===== src/rtl/msgobj_pkg.sv =====
package msgobj_pkg;
  typedef struct packed {
    logic control;
    logic clrIntPnd;
    logic txNewDat;
    logic dataA;
  } accMask_t;

  typedef struct packed {
    logic intPnd;
    logic newDat;
    logic txRqst;
  } objCtl_t;

  typedef struct packed {
    logic     fire;
    logic     valid;
    logic     wrNrd;
    accMask_t mask;
  } xferStb_t;
endpackage


===== src/rtl/msgobj_ctrl.sv =====
module msgobj_ctrl
  import msgobj_pkg::*;
#(
  parameter int NUM_OBJ  = 32,
  parameter int BUSY_CYC = 3,
  parameter int OBJ_W    = 6,
  parameter int IDX_W    = 5
) (
  input  logic             clk,
  input  logic             rstN,
  input  logic             cmdWr,
  input  logic             cmdWrNrd,
  input  logic [OBJ_W-1:0] cmdObj,
  input  logic [3:0]       cmdMask,
  output logic             busy,
  output xferStb_t         stb,
  output logic [IDX_W-1:0] idx
);
  localparam int CNT_W = $clog2(BUSY_CYC + 1);

  logic [CNT_W-1:0] cnt;
  logic [OBJ_W-1:0] objQ;
  logic             wrNrdQ;
  accMask_t         maskQ;

  always_ff @(posedge clk) begin
    if (!rstN) begin
      busy   <= 1'b0;
      cnt    <= '0;
      objQ   <= '0;
      wrNrdQ <= 1'b0;
      maskQ  <= '0;
    end else if (!busy) begin
      if (cmdWr) begin
        busy   <= 1'b1;
        cnt    <= CNT_W'(BUSY_CYC - 1);
        objQ   <= cmdObj;
        wrNrdQ <= cmdWrNrd;
        maskQ  <= accMask_t'(cmdMask);
      end
    end else if (cnt == '0) begin
      busy <= 1'b0;
    end else begin
      cnt <= cnt - 1'b1;
    end
  end

  always_comb begin
    stb.fire  = busy && (cnt == '0);
    stb.valid = (objQ != '0) && (objQ <= OBJ_W'(NUM_OBJ));
    stb.wrNrd = wrNrdQ;
    stb.mask  = maskQ;
    idx       = IDX_W'(objQ - OBJ_W'(1));
  end
endmodule


===== src/rtl/msgobj_dpath.sv =====
module msgobj_dpath
  import msgobj_pkg::*;
#(
  parameter int NUM_OBJ = 32,
  parameter int DATA_W  = 16,
  parameter int IDX_W   = 5
) (
  input  logic              clk,
  input  logic              rstN,
  input  xferStb_t          stb,
  input  logic [IDX_W-1:0]  idx,
  input  logic              ctlWr,
  input  logic [2:0]        ctlIn,
  input  logic              data1Wr,
  input  logic [DATA_W-1:0] data1In,
  input  logic              data2Wr,
  input  logic [DATA_W-1:0] data2In,
  output logic [2:0]        ctlOut,
  output logic [DATA_W-1:0] data1Out,
  output logic [DATA_W-1:0] data2Out
);
  localparam int PAY_W = 2 * DATA_W;

  objCtl_t           objFlag [NUM_OBJ];
  logic [PAY_W-1:0]  objData [NUM_OBJ];
  objCtl_t           ctlQ;
  logic [DATA_W-1:0] d1Q, d2Q;
  logic              doWr, doRd;

  assign doWr = stb.fire && stb.valid && stb.wrNrd;
  assign doRd = stb.fire && stb.valid && !stb.wrNrd;

  // object store
  always_ff @(posedge clk) begin
    if (!rstN) begin
      for (int i = 0; i < NUM_OBJ; i++) begin
        objFlag[i] <= '0;
        objData[i] <= '0;
      end
    end else if (doWr) begin
      if (stb.mask.control) begin
        objFlag[idx].intPnd <= ctlQ.intPnd;
        objFlag[idx].newDat <= ctlQ.newDat;
        objFlag[idx].txRqst <= ctlQ.txRqst | stb.mask.txNewDat;
      end else if (stb.mask.txNewDat) begin
        objFlag[idx].txRqst <= 1'b1;
      end
      if (stb.mask.dataA) objData[idx] <= {d2Q, d1Q};
    end else if (doRd) begin
      if (stb.mask.clrIntPnd) objFlag[idx].intPnd <= 1'b0;
      if (stb.mask.txNewDat)  objFlag[idx].newDat <= 1'b0;
    end
  end

  // interface registers; a read transfer wins over a CPU load
  always_ff @(posedge clk) begin
    if (!rstN) begin
      ctlQ <= '0;
      d1Q  <= '0;
      d2Q  <= '0;
    end else begin
      if (doRd && stb.mask.control) ctlQ <= objFlag[idx];
      else if (ctlWr)               ctlQ <= objCtl_t'(ctlIn);
      if (doRd && stb.mask.dataA) begin
        d1Q <= objData[idx][DATA_W-1:0];
        d2Q <= objData[idx][PAY_W-1:DATA_W];
      end else begin
        if (data1Wr) d1Q <= data1In;
        if (data2Wr) d2Q <= data2In;
      end
    end
  end

  assign ctlOut   = ctlQ;
  assign data1Out = d1Q;
  assign data2Out = d2Q;
endmodule


===== src/rtl/msgobj_xfer.sv =====
module msgobj_xfer
  import msgobj_pkg::*;
#(
  parameter int NUM_OBJ  = 32,
  parameter int BUSY_CYC = 3,
  parameter int DATA_W   = 16,
  parameter int OBJ_W    = 6
) (
  input  logic              clk,
  input  logic              rstN,
  input  logic              cmdWr,
  input  logic              cmdWrNrd,
  input  logic [OBJ_W-1:0]  cmdObj,
  input  logic [3:0]        cmdMask,
  input  logic              ctlWr,
  input  logic [2:0]        ctlIn,
  input  logic              data1Wr,
  input  logic [DATA_W-1:0] data1In,
  input  logic              data2Wr,
  input  logic [DATA_W-1:0] data2In,
  output logic              busy,
  output logic [2:0]        ctlOut,
  output logic [DATA_W-1:0] data1Out,
  output logic [DATA_W-1:0] data2Out
);
  localparam int IDX_W = $clog2(NUM_OBJ);

  xferStb_t         stb;
  logic [IDX_W-1:0] idx;

  msgobj_ctrl #(.NUM_OBJ(NUM_OBJ), .BUSY_CYC(BUSY_CYC), .OBJ_W(OBJ_W), .IDX_W(IDX_W)) u_ctrl (
    .clk(clk), .rstN(rstN), .cmdWr(cmdWr), .cmdWrNrd(cmdWrNrd),
    .cmdObj(cmdObj), .cmdMask(cmdMask), .busy(busy), .stb(stb), .idx(idx)
  );

  msgobj_dpath #(.NUM_OBJ(NUM_OBJ), .DATA_W(DATA_W), .IDX_W(IDX_W)) u_dpath (
    .clk(clk), .rstN(rstN), .stb(stb), .idx(idx),
    .ctlWr(ctlWr), .ctlIn(ctlIn), .data1Wr(data1Wr), .data1In(data1In),
    .data2Wr(data2Wr), .data2In(data2In),
    .ctlOut(ctlOut), .data1Out(data1Out), .data2Out(data2Out)
  );
endmodule


===== config.mk =====
export PLATFORM = sky130hd
export DESIGN_NAME = msgobj_xfer
export DESIGN_NICKNAME = d
export VERILOG_FILES = /design/src/rtl/msgobj_pkg.sv /design/src/rtl/msgobj_ctrl.sv /design/src/rtl/msgobj_dpath.sv /design/src/rtl/msgobj_xfer.sv
export SDC_FILE = /design/constraint.sdc
export NUM_CORES = 2
export LEC_CHECK = 0
export BUFFER_PORTS_ARGS = -buffer_cell sky130_fd_sc_hd__buf_2
export CAP_MARGIN = 20
export CORE_ASPECT_RATIO = 1.75
export CORE_MARGIN = 5
export CORE_UTILIZATION = 48
export CTS_CLUSTER_SIZE = 30
export DETAILED_ROUTE_END_ITERATION = 7
export PLACE_DENSITY = 0.74
export SYNTH_ARGS = -nofsm -noshare
export SYNTH_HDL_FRONTEND = slang
export SYNTH_SLANG_ARGS = --single-unit

===== constraint.sdc =====
create_clock -name clk -period 6 [get_ports clk]
set_clock_uncertainty 0.15 [all_clocks]
set_input_delay 0.6 -clock clk [delete_from_list [all_inputs] [get_ports clk]]
set_output_delay 0.6 -clock clk [all_outputs]
set_load 0.01 [all_outputs]

Yosys cells after proc, flatten, opt, wreduce, memory -nomap -nowiden
Memory sizes are Yosys's and may differ from the RTL's.
Cells that the tools add are included.
{"block": "word_totals", "reg_bits": 49, "latchBits": 0, "mem_bits_rw": 1120, "mem_bits_ro": 0, "inputBits": 52, "out_inout_bits": 36, "elab_cells": 86, "mem_count": 2}
{"block": "classes", "n_addsub": 2, "mul": 0, "div_mod_pow": 0, "n_lt_le_gt_ge": 1, "n_eq_ne": 1, "shifts": 0, "muxes": 44, "bitwise": 5, "n_reduce_logical": 18}
{"memory": "u_dpath.objData", "depth": 32, "word_bits": 32, "rd": 1, "rd_ports_with_merged_regs": 0, "write_ports": 32, "line_no": "msgobj_dpath.sv:25", "rtl": "logic [PAY_W-1:0] objData [NUM_OBJ];"}
{"memory": "u_dpath.objFlag", "depth": 32, "word_bits": 3, "rd": 1, "rd_ports_with_merged_regs": 0, "write_ports": 32, "line_no": "msgobj_dpath.sv:24", "rtl": "objCtl_t objFlag [NUM_OBJ];"}
{"operator": "2-to-1 mux 16 bit", "n": 4}
{"operator": "2-to-1 mux 32 bit", "n": 1}
{"operator": "OR reduction 32 bit", "n": 1}
{"operator": "2-to-1 mux 1 bit", "n": 30}
{"operator": "2-to-1 mux 3 bit", "n": 4}
{"operator": "2-to-1 mux 5 bit", "n": 2}
{"operator": "nonzero test 2 bit", "n": 4}
{"operator": "logical AND 1 bit", "n": 7}
{"operator": "<= comparator 6 bit (second input constant)", "n": 1}
{"operator": "2-to-1 mux 2 bit", "n": 3}
{"operator": "nonzero test 6 bit", "n": 1}
{"operator": "subtractor 5 x 1 -> 5 bit (second input constant)", "n": 1}
{"operator": "bitwise OR 1 bit", "n": 4}
{"operator": "AND reduction 2 bit", "n": 2}
{"operator": "OR reduction 3 bit", "n": 1}
{"operator": "logical NOT 2 bit", "n": 1}
{"operator": "inequality test 2 bit (second input constant)", "n": 1}
{"operator": "subtractor 2 x 1 -> 2 bit (second input constant)", "n": 1}
{"operator": "logical NOT 1 bit", "n": 1}
{"operator": "inverter 1 bit", "n": 1}

Depth between registers and ports, before layout
{"block": "logic_depth", "depth_word": 11, "depth_mapped": 15, "ltp_nobuf": 7}

Modules after synthesis
A second synthesis with hierarchy kept.
{"block": "unflattened", "hier_cells": 3877, "area_unflattened_um2": 53447.5}
{"mod": "msgobj_dpath", "instances": 1, "cells_per_inst": 3800, "area_per_inst_um2": 52804.4, "seq_area_each_um2": 34332.9}
{"mod": "msgobj_ctrl", "instances": 1, "cells_per_inst": 77, "area_per_inst_um2": 643.1, "seq_area_each_um2": 280.3}

Worst setup path before layout
No wires, ideal clock.
{"block": "synth_timing", "kind": "register to register", "start": "register u_ctrl.objQ[0]", "end": "memory u_dpath.objData[16][0] (netlist name), enable pin", "setup_time_ps": 466, "arrival_time_ps": 4883, "required_ps": 5384, "path_slack_ps": 501, "path_stages_with_launch": 13, "path_buffers": 7, "period_less_slack_ps": 5499, "path_cell_list": "dfxtp_1 > buf_2 > buf_2 > buf_4 > buf_2 > inv_1 > ha_1 > buf_2 > o31ai_1 > clkbuf_1 > nand3_1 > clkbuf_1 > o21ai_0"}
{"item": "start, declared", "line_no": "msgobj_ctrl.sv:22", "rtl": "logic [OBJ_W-1:0] objQ;"}
{"item": "start signal, assigned", "line_no": "msgobj_ctrl.sv:37", "rtl": "objQ <= cmdObj;"}
{"item": "end, declared", "line_no": "msgobj_dpath.sv:25"}

==> results.sh <==
export IMPL_r2r_setup_slack_ps=1330
export IMPL_postSynthCellCount=3653
export IMPL_fin_nets=3674
export IMPL_ios=88
export IMPL_drtIter0Drc=5211
export IMPL_synthArstFlopShare=0
export IMPL_clk_pin_slew_worst_paths_ps=70
export IMPL_tightest_slew_ps=1161
export IMPL_netlist_area_mm2=0.05119
export IMPL_ys_seq_elements=1169
export IMPL_track_usage=0.2664
export IMPL_cp_max_fo=69
export IMPL_crit_arrival_ps=4850
export IMPL_grt_pass1_vias=33700
export IMPL_synthFlopType="edfxtp_1"
export IMPL_cts_setup_buffers=0
export IMPL_cts_root_buf="clkbuf_16"
export IMPL_yosysSeqAreaShare=0.6761
export IMPL_p_per_area_mw_per_mm2=309.1
export IMPL_ctsHtreeMaxLevel=3
export IMPL_holdPathEnd="u_ctrl.wrNrdQ"
export IMPL_startpoint_type="register"
export IMPL_drc=0
export IMPL_dp_hpwl_um=93930
export IMPL_dpl_instance_area_mm2=0.05332
export IMPL_max_cap_violations=0
export IMPL_vias=33610
export IMPL_setup_slack_ps=1334
export IMPL_max_freq_mhz=214.3
export IMPL_critPathTopFamily="buffers and inverters"
export IMPL_worstSetupEndpointType="register"
export IMPL_min_from="cmdWrNrd"
export IMPL_grt_max_degree=166
export IMPL_ant_nets=0
export IMPL_crit_path_cell_trace="inv_1 -> ha_1 -> a21boi_0 -> o31ai_4 -> buf_4 -> nand3_4 -> o21ai_4 -> buf_4"
export IMPL_max_slew_margin=0.2237
export IMPL_layout_drive_gt1_share=0.1809
export IMPL_core_area_mm2=0.1060
export IMPL_clk_path_buf_depth=3
export IMPL_synth_area_per_cell_um2=14.01
export IMPL_holdPathStages=3
export IMPL_synth_largest_area_cell="edfxtp_1"
export IMPL_cts_sinks=1169
export IMPL_gp_congestion=0.9053
export IMPL_power_mw=17.48
export IMPL_ys_warn_count=0
export IMPL_final_cell_area_mm2=0.05656
export IMPL_viasPerCell=6.640
export IMPL_clkLatencyLatePin_ps=700
export IMPL_status="completed"
export IMPL_rows=158
export IMPL_dieArea_mm2=0.1135
export IMPL_report_final_setup_viol=0
export IMPL_critPathKind="register to register"
export IMPL_fin_crit_sh=0.7777
export IMPL_hold_path_class="input port to register"
export IMPL_grt_overflow=0
export IMPL_post_drt_wl_per_cell_um=30.46
export IMPL_slowest_stage="o21ai_4"
export IMPL_reg2reg_from="u_ctrl.objQ[1]"
export IMPL_antenna_found_initial=6
export IMPL_drt_total_wl_um=154200
export IMPL_tns_ps=0
export IMPL_leakage_nw=18.29
export IMPL_synthToLayoutAreaGrowth_pct=10.49
export IMPL_cp_required_ps=6180
export IMPL_die_h_um=442.0
export IMPL_drt_pass1_iterations=8
export IMPL_initial_core_util=0.4831
export IMPL_synth_edf_count=1120
export IMPL_cp_common_cell="buf_4"
export IMPL_syn_nets=3711
export IMPL_timing_rr_end="u_dpath.objData[26][3]"
export IMPL_io_buffers=87
export IMPL_synth_most_common_cell="nor2_1"
export IMPL_worst_path_buf_inv=3
export IMPL_synth_common_cells="1128 x nor2_1, 1120 x edfxtp_1, 280 x mux4_2"
export IMPL_synth_area_leaders="edfxtp_1 66%, mux4_2 12%, nor2_1 8.3%, nand4_1 2.0%, dfxtp_1 1.9%"
export IMPL_cts_made_buffers=95
export IMPL_cts_tree="built"
export IMPL_grt_pass1_wl_um=224400
export IMPL_chipWidth_um=256.9
export IMPL_ys_types=49
export IMPL_rsz0062_at_grt="false"
export IMPL_ctsResizeCount=0
export IMPL_slew_viol_final=0
export IMPL_yosysTopAreaCellShare=0.6570
export IMPL_hold_violations=0
export IMPL_place_ws_ps=1454
export IMPL_reg2reg_depth=8
export IMPL_period_minus_slack_ps=4666
export IMPL_peakVddDrop_mv=0.2294
export IMPL_cpPeakStageDelay_ps=760
repair_timing:
item                                   in CTS  in global routing
endpoints found under the hold margin       1                  0
hold buffers                                1                  0
setup endpoints to repair                   0                  0
registers in the layout, summed over array words and instances, names as in the netlist:
register and flops:
u_ctrl.busy 1, u_ctrl.cnt 2, u_ctrl.objQ 6, u_ctrl.stb 4
u_ctrl.wrNrdQ 1, u_dpath.ctlOut 3, u_dpath.data1Out 16, u_dpath.data2Out 16
u_dpath.objData 1024, u_dpath.objFlag 96
where the power goes:
group	internal (mW)	total [mW]	switching, mW
logic	0.551	1.72	1.17
clock network	3.53	6.45	2.92
registers	9.19	9.31	0.121
cell usage in the layout (no fill, tap or decap), types with 32 or more instances in the layout:
master,count
a21boi_0,43
a22o_1,62
buf_2,86
buf_4,83
clkbuf_16,98
dfxtp_1,47
edfxtp_1,1120
mux2i_1,38
mux4_2,280
nand2_1,183
nand4_1,160
nor2_1,1128
o21ai_0,103
o21ai_4,32
worst min-delay path: cells and delay by family:
kind,cells,cell delay [ps]
buffers and inverters,1,100
AOI/OAI and AO/OA,1,70
and+or+nand+nor,1,50
metal layers:
metal  GRT usage  up-vias  wire length, um
met1      0.3179    16880            48710
met5           0        -               13
met2      0.4570     2619            78150
li1            -    13560                -
met3     0.06169      543            18300
met4      0.1295        2             9020
metrics by stage:
step	cells	util	hold WS (ps)
6_report	5062	0.5338	45.71
5_1_grt	5059	0.5337	42.87
3_5_place_dp	4876	0.5032	331.9
4_1_cts	5056	0.5334	5.028
2_1_floorplan	3653	-	293.7
3_3_place_gp	4876	0.5032	319.3
layout make-up:
class	instances	area, um2
well taps	1360	1702
inverters	9	35.03
clock buffers	132	2720
diodes	4	10.01
clock inverters	47	467.9
multi-input cells	2163	15790
flip-flops and latches	1169	34620
repair buffers	178	1222
fillers	8381	49400
worst max path at each step:
stage	cells after the start	endpoint	slack (ps)	startpoint
finish	8	u_dpath.objData[26][3]	1330	u_ctrl.objQ[1]
global route	8	u_dpath.objData[26][3]	1160	u_ctrl.objQ[1]
global placement	8	u_dpath.objData[26][0]	1590	u_ctrl.objQ[1]
detailed placement	8	u_dpath.objData[26][0]	1450	u_ctrl.objQ[1]
floorplan	12	u_dpath.objData[16][0]	500	u_ctrl.objQ[0]
CTS	8	u_dpath.objData[26][3]	1410	u_ctrl.objQ[1]
logic make-up after synthesis:
kind of cell | count (synthesis) | share of synthesized area
AND/OR/NAND/NOR | 1528 | 0.1227
multiplexers | 321 | 0.1313
AO/OA/AOI/OAI | 305 | 0.04187
adder cells (fa/ha/maj) | 6 | 0.001466
buffers and inverters | 321 | 0.02608
XOR/XNOR | 3 | 0.0005133
flip-flops | 1169 | 0.6761
Note: power is estimated with default switching activity, not from simulation.
